===== config.mk =====
export PLATFORM = sky130hd
export DESIGN_NAME = irq_vector_ctrl
export DESIGN_NICKNAME = d
export VERILOG_FILES = /design/src/rtl/irq_pkg.sv /design/src/rtl/irq_ext_latch.sv /design/src/rtl/irq_pick.sv /design/src/rtl/irq_vector_ctrl.sv
export SDC_FILE = /design/constraint.sdc
export NUM_CORES = 1
export LEC_CHECK = 0
export CORE_ASPECT_RATIO = 1.2
export CORE_UTILIZATION = 42
export DETAILED_ROUTE_END_ITERATION = 10
export GPL_TIMING_DRIVEN = 0
export PLACE_DENSITY_LB_ADDON = 0.25
export SLEW_MARGIN = 20
export SYNTH_ARGS = -nofsm -noshare
export SYNTH_HDL_FRONTEND = slang
export SYNTH_SLANG_ARGS = --single-unit

===== constraint.sdc =====
create_clock -name clk -period 1.3 [get_ports clk]
set_input_delay 0.195 -clock clk [delete_from_list [all_inputs] [get_ports clk]]
set_output_delay 0.195 -clock clk [all_outputs]
set_load 0.01 [all_outputs]

===== src/rtl/irq_pkg.sv =====
package irq_pkg;
  localparam int N_SRC  = 5;
  localparam int IDX_W  = $clog2(N_SRC);
  // positions in the priority order (0 = highest)
  localparam int POS_EXT0 = 0;
  localparam int POS_TMR0 = 1;
  localparam int POS_EXT1 = 2;
  localparam int POS_TMR1 = 3;
  localparam int POS_SER  = 4;
  localparam int GLOB_BIT = 7;
endpackage


===== src/rtl/irq_ext_latch.sv =====
module irq_ext_latch #(
  parameter int SYNC_STAGES = 2
) (
  input  logic clk,
  input  logic rst,
  input  logic pin_n,
  input  logic edge_mode,
  input  logic clr,
  output logic flag
);
  logic [SYNC_STAGES-1:0] sr;
  logic                   prev;
  logic                   synced;

  assign synced = sr[SYNC_STAGES-1];

  always_ff @(posedge clk) begin
    if (rst) begin
      sr   <= '1;
      prev <= 1'b1;
      flag <= 1'b0;
    end else begin
      sr   <= {sr[SYNC_STAGES-2:0], pin_n};
      prev <= synced;
      if (!edge_mode)
        flag <= ~synced;
      else if (prev && !synced)
        flag <= 1'b1;
      else if (clr)
        flag <= 1'b0;
    end
  end


  edge_hold_chk: assert property (@(posedge clk) disable iff (rst)
    (edge_mode && flag && !clr) |=> (flag || !edge_mode));
endmodule


===== src/rtl/irq_pick.sv =====
module irq_pick #(
  parameter int          N        = 5,
  parameter int          VW       = 16,
  parameter logic [15:0] VEC_BASE = 16'h0003,
  parameter logic [15:0] VEC_STEP = 16'h0008,
  localparam int         IW       = $clog2(N)
) (
  input  logic          clk,
  input  logic          rst,
  input  logic [N-1:0]  pend,
  input  logic [N-1:0]  en,
  input  logic          glob,
  input  logic          ack,
  output logic          req,
  output logic [VW-1:0] vec,
  output logic [IW-1:0] idx
);
  logic [N-1:0]  live;
  logic          any;
  logic [IW-1:0] win;

  assign live = glob ? (pend & en) : '0;
  assign any  = |live;

  always_comb begin
    win = '0;
    for (int i = N - 1; i >= 0; i--)
      if (live[i]) win = IW'(i);
  end

  always_ff @(posedge clk) begin
    if (rst) begin
      req <= 1'b0;
      vec <= '0;
      idx <= '0;
    end else if (ack && req) begin
      req <= 1'b0;
    end else begin
      req <= any;
      if (any) begin
        idx <= win;
        vec <= VW'(VEC_BASE + VEC_STEP * win);
      end
    end
  end


  reset_quiet_chk: assert property (@(posedge clk)
    rst |=> !req);

  glob_off_chk: assert property (@(posedge clk) disable iff (rst)
    !glob |=> !req);

  ack_drop_chk: assert property (@(posedge clk) disable iff (rst)
    (ack && req) |=> !req);

  vec_align_chk: assert property (@(posedge clk) disable iff (rst)
    req |-> (((vec - VW'(VEC_BASE)) % VW'(VEC_STEP)) == 0 &&
             vec <= VW'(VEC_BASE + VEC_STEP * (N - 1))));
endmodule


===== src/rtl/irq_vector_ctrl.sv =====
module irq_vector_ctrl #(
  parameter int          SYNC_STAGES = 2,
  parameter int          VEC_W       = 16,
  parameter logic [15:0] VEC_BASE    = 16'h0003,
  parameter logic [15:0] VEC_STEP    = 16'h0008
) (
  input  logic             clk,
  input  logic             rst,
  input  logic [1:0]       ext_irq_n,
  input  logic [1:0]       tmr_ovf,
  input  logic             ser_irq,
  input  logic             cfg_we,
  input  logic             cfg_addr,
  input  logic [7:0]       cfg_wdata,
  output logic             irq_req,
  output logic [VEC_W-1:0] irq_vec,
  input  logic             irq_ack
);
  import irq_pkg::*;

  logic [N_SRC-1:0] en_q;
  logic             glob_q;
  logic [1:0]       edge_q;
  logic [1:0]       ext_flag;
  logic [N_SRC-1:0] pend;
  logic [IDX_W-1:0] cur_idx;

  // configuration registers
  always_ff @(posedge clk) begin
    if (rst) begin
      en_q   <= '0;
      glob_q <= 1'b0;
      edge_q <= '0;
    end else if (cfg_we) begin
      if (!cfg_addr) begin
        en_q   <= cfg_wdata[N_SRC-1:0];
        glob_q <= cfg_wdata[GLOB_BIT];
      end else begin
        edge_q <= cfg_wdata[1:0];
      end
    end
  end

  localparam int EXT_POS [2] = '{POS_EXT0, POS_EXT1};

  for (genvar g = 0; g < 2; g++) begin : g_ext
    logic clr;
    assign clr = irq_ack && irq_req && (cur_idx == IDX_W'(EXT_POS[g]));
    irq_ext_latch #(.SYNC_STAGES(SYNC_STAGES)) u_lat (
      .clk      (clk),
      .rst      (rst),
      .pin_n    (ext_irq_n[g]),
      .edge_mode(edge_q[g]),
      .clr      (clr),
      .flag     (ext_flag[g])
    );
  end

  always_comb begin
    pend           = '0;
    pend[POS_EXT0] = ext_flag[0];
    pend[POS_TMR0] = tmr_ovf[0];
    pend[POS_EXT1] = ext_flag[1];
    pend[POS_TMR1] = tmr_ovf[1];
    pend[POS_SER]  = ser_irq;
  end

  irq_pick #(
    .N       (N_SRC),
    .VW      (VEC_W),
    .VEC_BASE(VEC_BASE),
    .VEC_STEP(VEC_STEP)
  ) u_pick (
    .clk (clk),
    .rst (rst),
    .pend(pend),
    .en  (en_q),
    .glob(glob_q),
    .ack (irq_ack),
    .req (irq_req),
    .vec (irq_vec),
    .idx (cur_idx)
  );


  masked_src_chk: assert property (@(posedge clk) disable iff (rst)
    irq_req |-> en_q[cur_idx] || $past(cfg_we));
endmodule


After elaboration in Yosys (flattened, before gate mapping)

Cells that the tools add are included.

Add/subtract/negate cells: 1
Equal/unequal tests: 3
Muxes and demuxes: 12
Bitwise operators: 5
Reduce and logical (&&, ||, !) cells: 13

Operator list:

| kind                  | count |
|---|---|
| $mux W3               | 5 |
| $add A2 B6 Y7 const A | 1 |
| $mux W1               | 6 |
| $ne A3 B1 Y1 const B  | 2 |
| $reduce_and A2 Y1     | 3 |
| $and A5 B5 Y5         | 1 |
| $logic_and A1 B1 Y1   | 5 |
| $mux W5               | 1 |
| $reduce_or A5 Y1      | 1 |
| $not A1 Y1            | 4 |
| $eq A3 B2 Y1 const B  | 1 |
| $logic_not A3 Y1      | 1 |
| $logic_not A1 Y1      | 2 |
| $reduce_or A2 Y1      | 1 |

Flip-flop bits (word level): 36
Input bits: 18
Output and inout bits: 17
Word-level logic and storage cells: 46

Longest topological paths before layout

Gate-level depths: netlist (run 1).

Word-level depth: 8
Depth in mapped cells: 4
Mapped depth without buffers: 4

By module

Synthesis (run 1) repeated with hierarchy kept, for this count alone.

Cells, all modules: 100
Area, all modules: 998.5 um2

By module, submodules not included:

| module          | times used | cells each | area each (um2) | sequential area each (um2) |
|---|---|---|---|---|
| irq_pick        | 1          | 44         | 377.9           | 100.1 |
| irq_vector_ctrl | 1          | 36         | 365.4           | 160.2 |
| irq_ext_latch   | 2          | 10         | 127.6           | 80.1 |

Worst setup path after synthesis (run 1)

OpenSTA, ideal clock, no wires.

Path kind: reg-to-reg
Start: register u_pick.req
End: register u_pick.idx[0]
Setup time: 0.114 ns
Data arrival time: 0.937 ns
Required time: 1.186 ns
Setup slack: 0.249 ns
Stages on the path, launching flop included: 5
Path buffers: 0
Clock period less this slack: 1.051 ns
Cells stage by stage: dfxtp_1 a21bo_4 a31oi_4 nor3b_2 a21o_1

Word-level cells in the longest chain between the ends: 3

RTL lines:

| what                               | line           | source |
|---|---|---|
| start: declaration                 | irq_pick.sv:14 | `output logic req,` |
| start signal: assignment           | irq_pick.sv:39 | `req <= any;` |
| $logic_and A1 B1 Y1                | irq_pick.sv:36 | `end else if (ack && req) begin` |
| $not A1 Y1 (no source line)        | --             |  |
| $reduce_and A2 Y1 (no source line) | --             |  |
| end signal: assignment             | irq_pick.sv:41 | `idx <= win;` |
| end: declaration                   | irq_pick.sv:16 | `output logic [IW-1:0] idx` |

Every way passes these cells.
A chain may end at the register's enable or synchronous reset.

Final worst setup path (run 1)

Start: register u_pick.vec[1]
End: output port irq_vec[1]

RTL lines:

| what                     | line                  | source |
|---|---|---|
| start: declaration       | irq_pick.sv:15        | `output logic [VW-1:0] vec,` |
| start signal: assignment | irq_pick.sv:42        | `vec <= VW'(VEC_BASE + VEC_STEP * win);` |
| end: declaration         | irq_vector_ctrl.sv:16 | `output logic [VEC_W-1:0] irq_vec,` |

No word-level cell between the ends.

==> flow_metrics.py, run 1 <==
metrics = {
    "clock_network": {
        "clock_latency_ns": 0.30,
        "cts_tree": "yes",
        "cts_buffers": 3,
        "h-tree-depth": 1,
        "cts_buffer_depth": 2,
        "cts_num_sinks": 21,
        "root_buffer": "clkbuf_4",
        "clk_pin_slew_ns": 0.12,
        "postCtsSetupBuffers": 0,
    },
    "cells_and_area": {
        "fillCellCount": 195,
        "n_antenna_cell": 0,
        "drive_gt1_share_pct": 20.2,
        "syn_to_final_growth_pct": 33.2,
        "finish.utilization_pct": 59.7,
        "fin_cells": 159,
        "nets": 148,
    },
    "power_and_ir_drop": {
        "p_comb_share_pct": 13.9,
        "p_total_mw": 1.16,
        "pwr-share-clk_pct": 27.2,
        "power_density_nw_per_um2": 938,
        "seqPwrFrac_pct": 58.9,
        "p_sw_share_pct": 24.1,
        "irDropWorstVdd_v": 0.000542,
        "p_switching_uw": 280,
        "leakagePower_nw": 0.539,
        "intPower_uw": 880,
    },
    "yosys": {
        "synth_commonest_cells": "dfxtp_1 (21), buf_4 (13), nor2_1 (12), nand2_1 (8)",
        "synth_top_area_share_pct": 45.3,
        "async_flop_share_pct": 0,
        "synth_cell_types": 24,
        "synthFlopType": "dfxtp_1",
        "synth_area_um2": 928,
        "syn_area_per_cell_um2": 9.88,
        "synth_top_area_cell": "dfxtp_1",
        "ys_seq_area_share_pct": 45.3,
        "synthTopCellsByArea": "dfxtp_1 (45%), buf_4 (11%), mux2i_1 (6.5%)",
        "yosys_warnings": 0,
        "synth.most_common_cell": "dfxtp_1",
        "synth_seq_cells": 21,
        "syn-instance-count": 94,
        "synth_edf_count": 0,
    },
    "grt": {
        "grt_overflow": 0,
        "grt_pass1_vias": 659,
        "grt_max_degree": 12,
        "antenna_found_initial": 0,
        "grt.total_usage_pct": 15.9,
        "grt_pass1_wl_um": 2730,
    },
    "timing": {
        "final-max-slew-violation-count": 0,
        "hold_viol": 0,
        "fin_ws_ns": 0.0736,
        "setup_viol": 0,
        "max_freq_mhz": 815,
        "whs_ns": 0.415,
        "period_share_pct": 94.3,
        "rsz0062_at_grt": "no",
        "layout_min_cycle_time_ns": 1.23,
        "finClkSkew_ns": 0.00629,
    },
    "setup_path": {
        "path_class": "flip-flop to primary output",
        "cp.required_ns": 1.11,
        "crit_fanout": 3,
        "cp-start-kind": "flip-flop",
        "ff2ff_setup_slack_ns": 0.16,
        "end_kind": "primary output",
        "cp.arrival_ns": 1.03,
    },
    "detailed_routing": {
        "wirelength_um": 1640,
        "drt_pass1_iterations": 4,
        "ant_nets": 0,
        "viasPerCell": 4.50,
        "drt_iter0_drc": 5,
        "drc": 0,
        "wl_per_cell_um": 10.3,
        "vias": 715,
    },
    "place": {
        "numPortBuffers": 21,
        "place_inst": 155,
        "place_hpwl_um": 1280,
        "dp_slack_ns": -0.119,
        "gp_congestion": 0.714,
    },
    "floorplanning": {
        "coreArea_um2": 2070,
        "die_h_um": 53.5,
        "dieWidth_um": 44.9,
        "start_util_pct": 44.8,
        "fp.dieArea_um2": 2400,
        "fp-row-count": 18,
        "ios": 35,
    },
    "job": {
        "drv_cap": 0,
    },
    "status": {
        "status": "complete, no violations",
    },
    "hold_path": {
        "holdCritPathClass": "flip-flop to flip-flop",
    },
}
-- state kept, by name (all words and copies together) (netlist names) --
register          flops
edge_q                2
g_ext.u_lat.sr        4
u_pick.req            1
u_pick.idx            3
en_q                  5
glob_q                1
u_pick.vec            1
g_ext.u_lat.flag      2
g_ext.u_lat.prev      2
-- worst max-delay path, cell delays in order, from the launching register on --
cell	delay (ns)
dfxtp_2	0.34
buf_4	0.12
dlygate4sd2_1	0.27
-- layer usage --
| metal | track usage [%] | share of wire, % | up-vias |
|---|---|---|---|
| met3 | 2.39 | 4.8 | 5 |
| met1 | 18.3 | 43 | 317 |
| li1 | - | - | 369 |
| met4 | 9.09 | 2.4 | 0 |
| met5 | 0 | 0 | - |
| met2 | 27.5 | 50 | 24 |
-- power groups by stage --
stage | combinational, mW | clock [mW] | sequential [mW]
2_1_floorplan | 0.0957 | 0 | 0.694
3_3_place_gp | 0.158 | 0 | 0.696
3_5_place_dp | 0.161 | 0 | 0.698
4_1_cts | 0.161 | 0.319 | 0.683
5_1_grt | 0.177 | 0.351 | 0.686
6_report | 0.161 | 0.315 | 0.683
-- worst paths after layout --
check                                   from                              end  cells past startpoint
max               u_pick.vec[1]$_SDFFE_PP0P_                       irq_vec[1]                      2
min reg2reg  g_ext[0].u_lat.sr[0]$_SDFF_PP1_  g_ext[0].u_lat.sr[1]$_SDFF_PP1_                      1
min          g_ext[0].u_lat.sr[0]$_SDFF_PP1_  g_ext[0].u_lat.sr[1]$_SDFF_PP1_                      1
max reg2reg              glob_q$_SDFFE_PP0P_       u_pick.idx[1]$_SDFFE_PP0P_                      4
-- layout make-up --
cell class                 count  area, um^2  share of cell area [%]
multi-input combinational     67         434                    35.1
sequential                    21         424                    34.3
tap                           30        37.5                    3.04
timing repair buffer          21         203                    16.4
clock buffer                   4        26.3                    2.13
buffer                        15         108                    8.70
inverter                       1        3.75                   0.304
-- placed cells by master, fill, tap and decap left out, types with 3 or more instances in the layout --
master           synthesis  final
dfxtp_1                 21     18
clkdlybuf4s50_1          0     15
buf_4                   13     13
nor2_1                  12     12
conb_1                   1     11
nand2_1                  8      8
mux2i_1                  6      6
or2_1                    6      6
dlygate4sd2_1            0      6
nor2b_1                  4      4
a21oi_1                  3      3
clkbuf_4                 0      3
dfxtp_2                  0      3
-- per-stage QoR --
stage | instance area, um^2 | TNS [ns]
after global routing | 1240 | 0
after detailed placement | 1210 | -1.05
after CTS | 1240 | 0
after global placement | 1210 | -0.936
after floorplan | 966 | 0
final | 1240 | 0
-- logic make-up (layout without fill, tap and decap cells) --
kind of cell | count (synthesis) | after routing | synth area share, %
compound gates | 14 | 14 | 16.4
buf+inv | 16 | 41 | 12.0
flops | 21 | 21 | 45.3
mux | 6 | 6 | 6.47
other cells | 1 | 11 | 0.404
simple gates | 36 | 36 | 19.4
-- timing repair --
item,4_1_cts,5_1_grt
resized for setup,9,0
endpoints found under the setup margin,6,0
hold buffers,0,0
hold endpoints to repair,0,0
Power figures use the tool's default switching activity.
==> inputs of run 2 (changes only) <==
CORE_UTILIZATION = 45   (was 42)
CTS_BUF_LIST = sky130_fd_sc_hd__clkbuf_4 sky130_fd_sc_hd__clkbuf_8   (was not set)
SKIP_CTS_REPAIR_TIMING = 1   (was not set)
==> run 2 against run 1 <==
  * The run now ends with DRC left
  * Register-to-register slack hardly changed
  * Clock power is 3% higher
  * Power is 0.66% higher
  * Via count is 2.5% lower
  * Largest cell class unchanged
  * Largest power group unchanged
  * Highest routed layer unchanged
==> flow_metrics.py, run 2 (synthesis gave the netlist of run 1 again) <==
metrics = {
    "timing": {
        "max_freq_mhz": 876,
        "fin_ws_ns": 0.159,
        "whs_ns": 0.420,
        "finClkSkew_ns": 0.00818,
        "hold_viol": 0,
        "final-max-slew-violation-count": 0,
        "layout_min_cycle_time_ns": 1.14,
        "setup_viol": 0,
        "period_share_pct": 87.8,
        "rsz0062_at_grt": "no",
    },
    "clock_network": {
        "cts_num_sinks": 21,
        "cts_tree": "yes",
        "cts_buffers": 3,
        "clk_pin_slew_ns": 0.11,
        "root_buffer": "clkbuf_4",
        "h-tree-depth": 1,
        "clock_latency_ns": 0.30,
        "cts_buffer_depth": 2,
    },
    "floorplanning": {
        "fp-row-count": 17,
        "start_util_pct": 49.0,
        "fp.dieArea_um2": 2250,
        "dieWidth_um": 43.5,
        "ios": 35,
        "coreArea_um2": 1890,
        "die_h_um": 51.8,
    },
    "grt": {
        "antenna_found_initial": 0,
        "grt_overflow": 0,
        "grt.total_usage_pct": 15.9,
        "grt_max_degree": 12,
        "grt_pass1_wl_um": 2640,
        "grt_pass1_vias": 612,
    },
    "detailed_routing": {
        "drc": 6,
        "drt_pass1_iterations": 7,
        "drt_iter0_drc": 13,
        "wl_per_cell_um": 10.7,
        "viasPerCell": 4.71,
        "vias": 697,
        "wirelength_um": 1580,
        "ant_nets": 0,
    },
    "cells_and_area": {
        "finish.utilization_pct": 66.0,
        "postLayoutCellArea_um2": 1250,
        "syn_to_final_growth_pct": 34.6,
        "final_cell_mix": "dfxtp_1 (17), clkdlybuf4s50_1 (15), buf_4 (13)",
        "fin_cells": 148,
        "drive_gt1_share_pct": 21.7,
        "reg_top3": "en_q x5, g_ext.u_lat.sr x4, u_pick.idx x3",
        "regMostFlops": "en_q",
        "largest_reg_flops": 5,
        "n_antenna_cell": 0,
        "layout_commonest_cell": "dfxtp_1",
        "nets": 148,
    },
    "setup_path": {
        "end_kind": "flip-flop",
        "reg2reg_from": "glob_q$_SDFFE_PP0P_",
        "path_class": "flip-flop to flip-flop",
        "cp-start-kind": "flip-flop",
        "crit_fanout": 5,
        "crit_start": "glob_q$_SDFFE_PP0P_",
        "cp.arrival_ns": 1.34,
        "cp.required_ns": 1.50,
    },
    "hold_path": {
        "holdCritPathClass": "flip-flop to flip-flop",
        "min_from": "g_ext[0].u_lat.sr[0]$_SDFF_PP1_",
    },
    "power_and_ir_drop": {
        "leakagePower_nw": 0.625,
        "irDropWorstVdd_v": 0.000739,
        "power_density_nw_per_um2": 934,
    },
    "place": {
        "place_inst": 144,
        "numPortBuffers": 21,
        "place_hpwl_um": 1220,
        "gp_congestion": 0.696,
        "placed_area_um2": 1200,
        "dp_slack_ns": -0.125,
    },
    "status": {
        "violations": "DRC",
        "status": "finished with violations",
    },
    "job": {
        "drv_cap": 0,
    },
}
-- run 2: cell count changes in the layout (fill, tap and decap cells not counted), sizes merged --
cell / previous run / this run
dlymetal6s2s: 0 / 6
dlygate4sd2: 6 / 0
-- run 2: worst paths after layout --
path	endpoint	cells past startpoint	slack (ns)
max	u_pick.idx[0]$_SDFFE_PP0P_	4	0.16
min	g_ext[0].u_lat.sr[1]$_SDFF_PP1_	1	0.42
max reg2reg	u_pick.idx[0]$_SDFFE_PP0P_	4	0.16
min reg2reg	g_ext[0].u_lat.sr[1]$_SDFF_PP1_	1	0.42
-- run 2: cell type report --
cell class	count	area, um^2
Timing Repair Buffer	21	225
Sequential cell	21	425
Multi-Input combinational cell	67	434
Inverter	1	3.75
Tap cell	19	23.8
Fill cell	159	643
Buffer	15	108
Clock buffer	4	30.0
-- run 2: routing by layer --
| metal | global-route usage, % | up-vias | wire [um] |
|---|---|---|---|
| met2 | 26.3 | 24 | 782 |
| met4 | 10.9 | 0 | 28 |
| met3 | 2.08 | 2 | 83 |
| met1 | 18.8 | 305 | 686 |
| li1 | - | 366 | - |
| met5 | 0 | - | 0 |
-- run 2: stage by stage --
| stage | setup TNS [ns] | power (mW) |
|---|---|---|
| final | 0 | 1.17 |
| after global routing | 0 | 1.22 |
| after CTS | -0.838 | 1.18 |
| after detailed placement | -1.25 | 0.859 |
| after global placement | -0.836 | 0.854 |
| after floorplan | 0 | 0.789 |
-- run 2: critical path, cell delays in order, from the launching register on --
cell	delay, ns
dfxtp_1	0.38
a21bo_4	0.26
a31oi_4	0.19
nor3b_2	0.06
a21o_1	0.15
-- run 2: report_power, final --
group          total (mW)  leakage (nW)  internal [mW]  switching (mW)
logic               0.161         0.433         0.0952          0.0662
clock network       0.323        0.0184          0.140           0.183
registers           0.683         0.174          0.666          0.0170
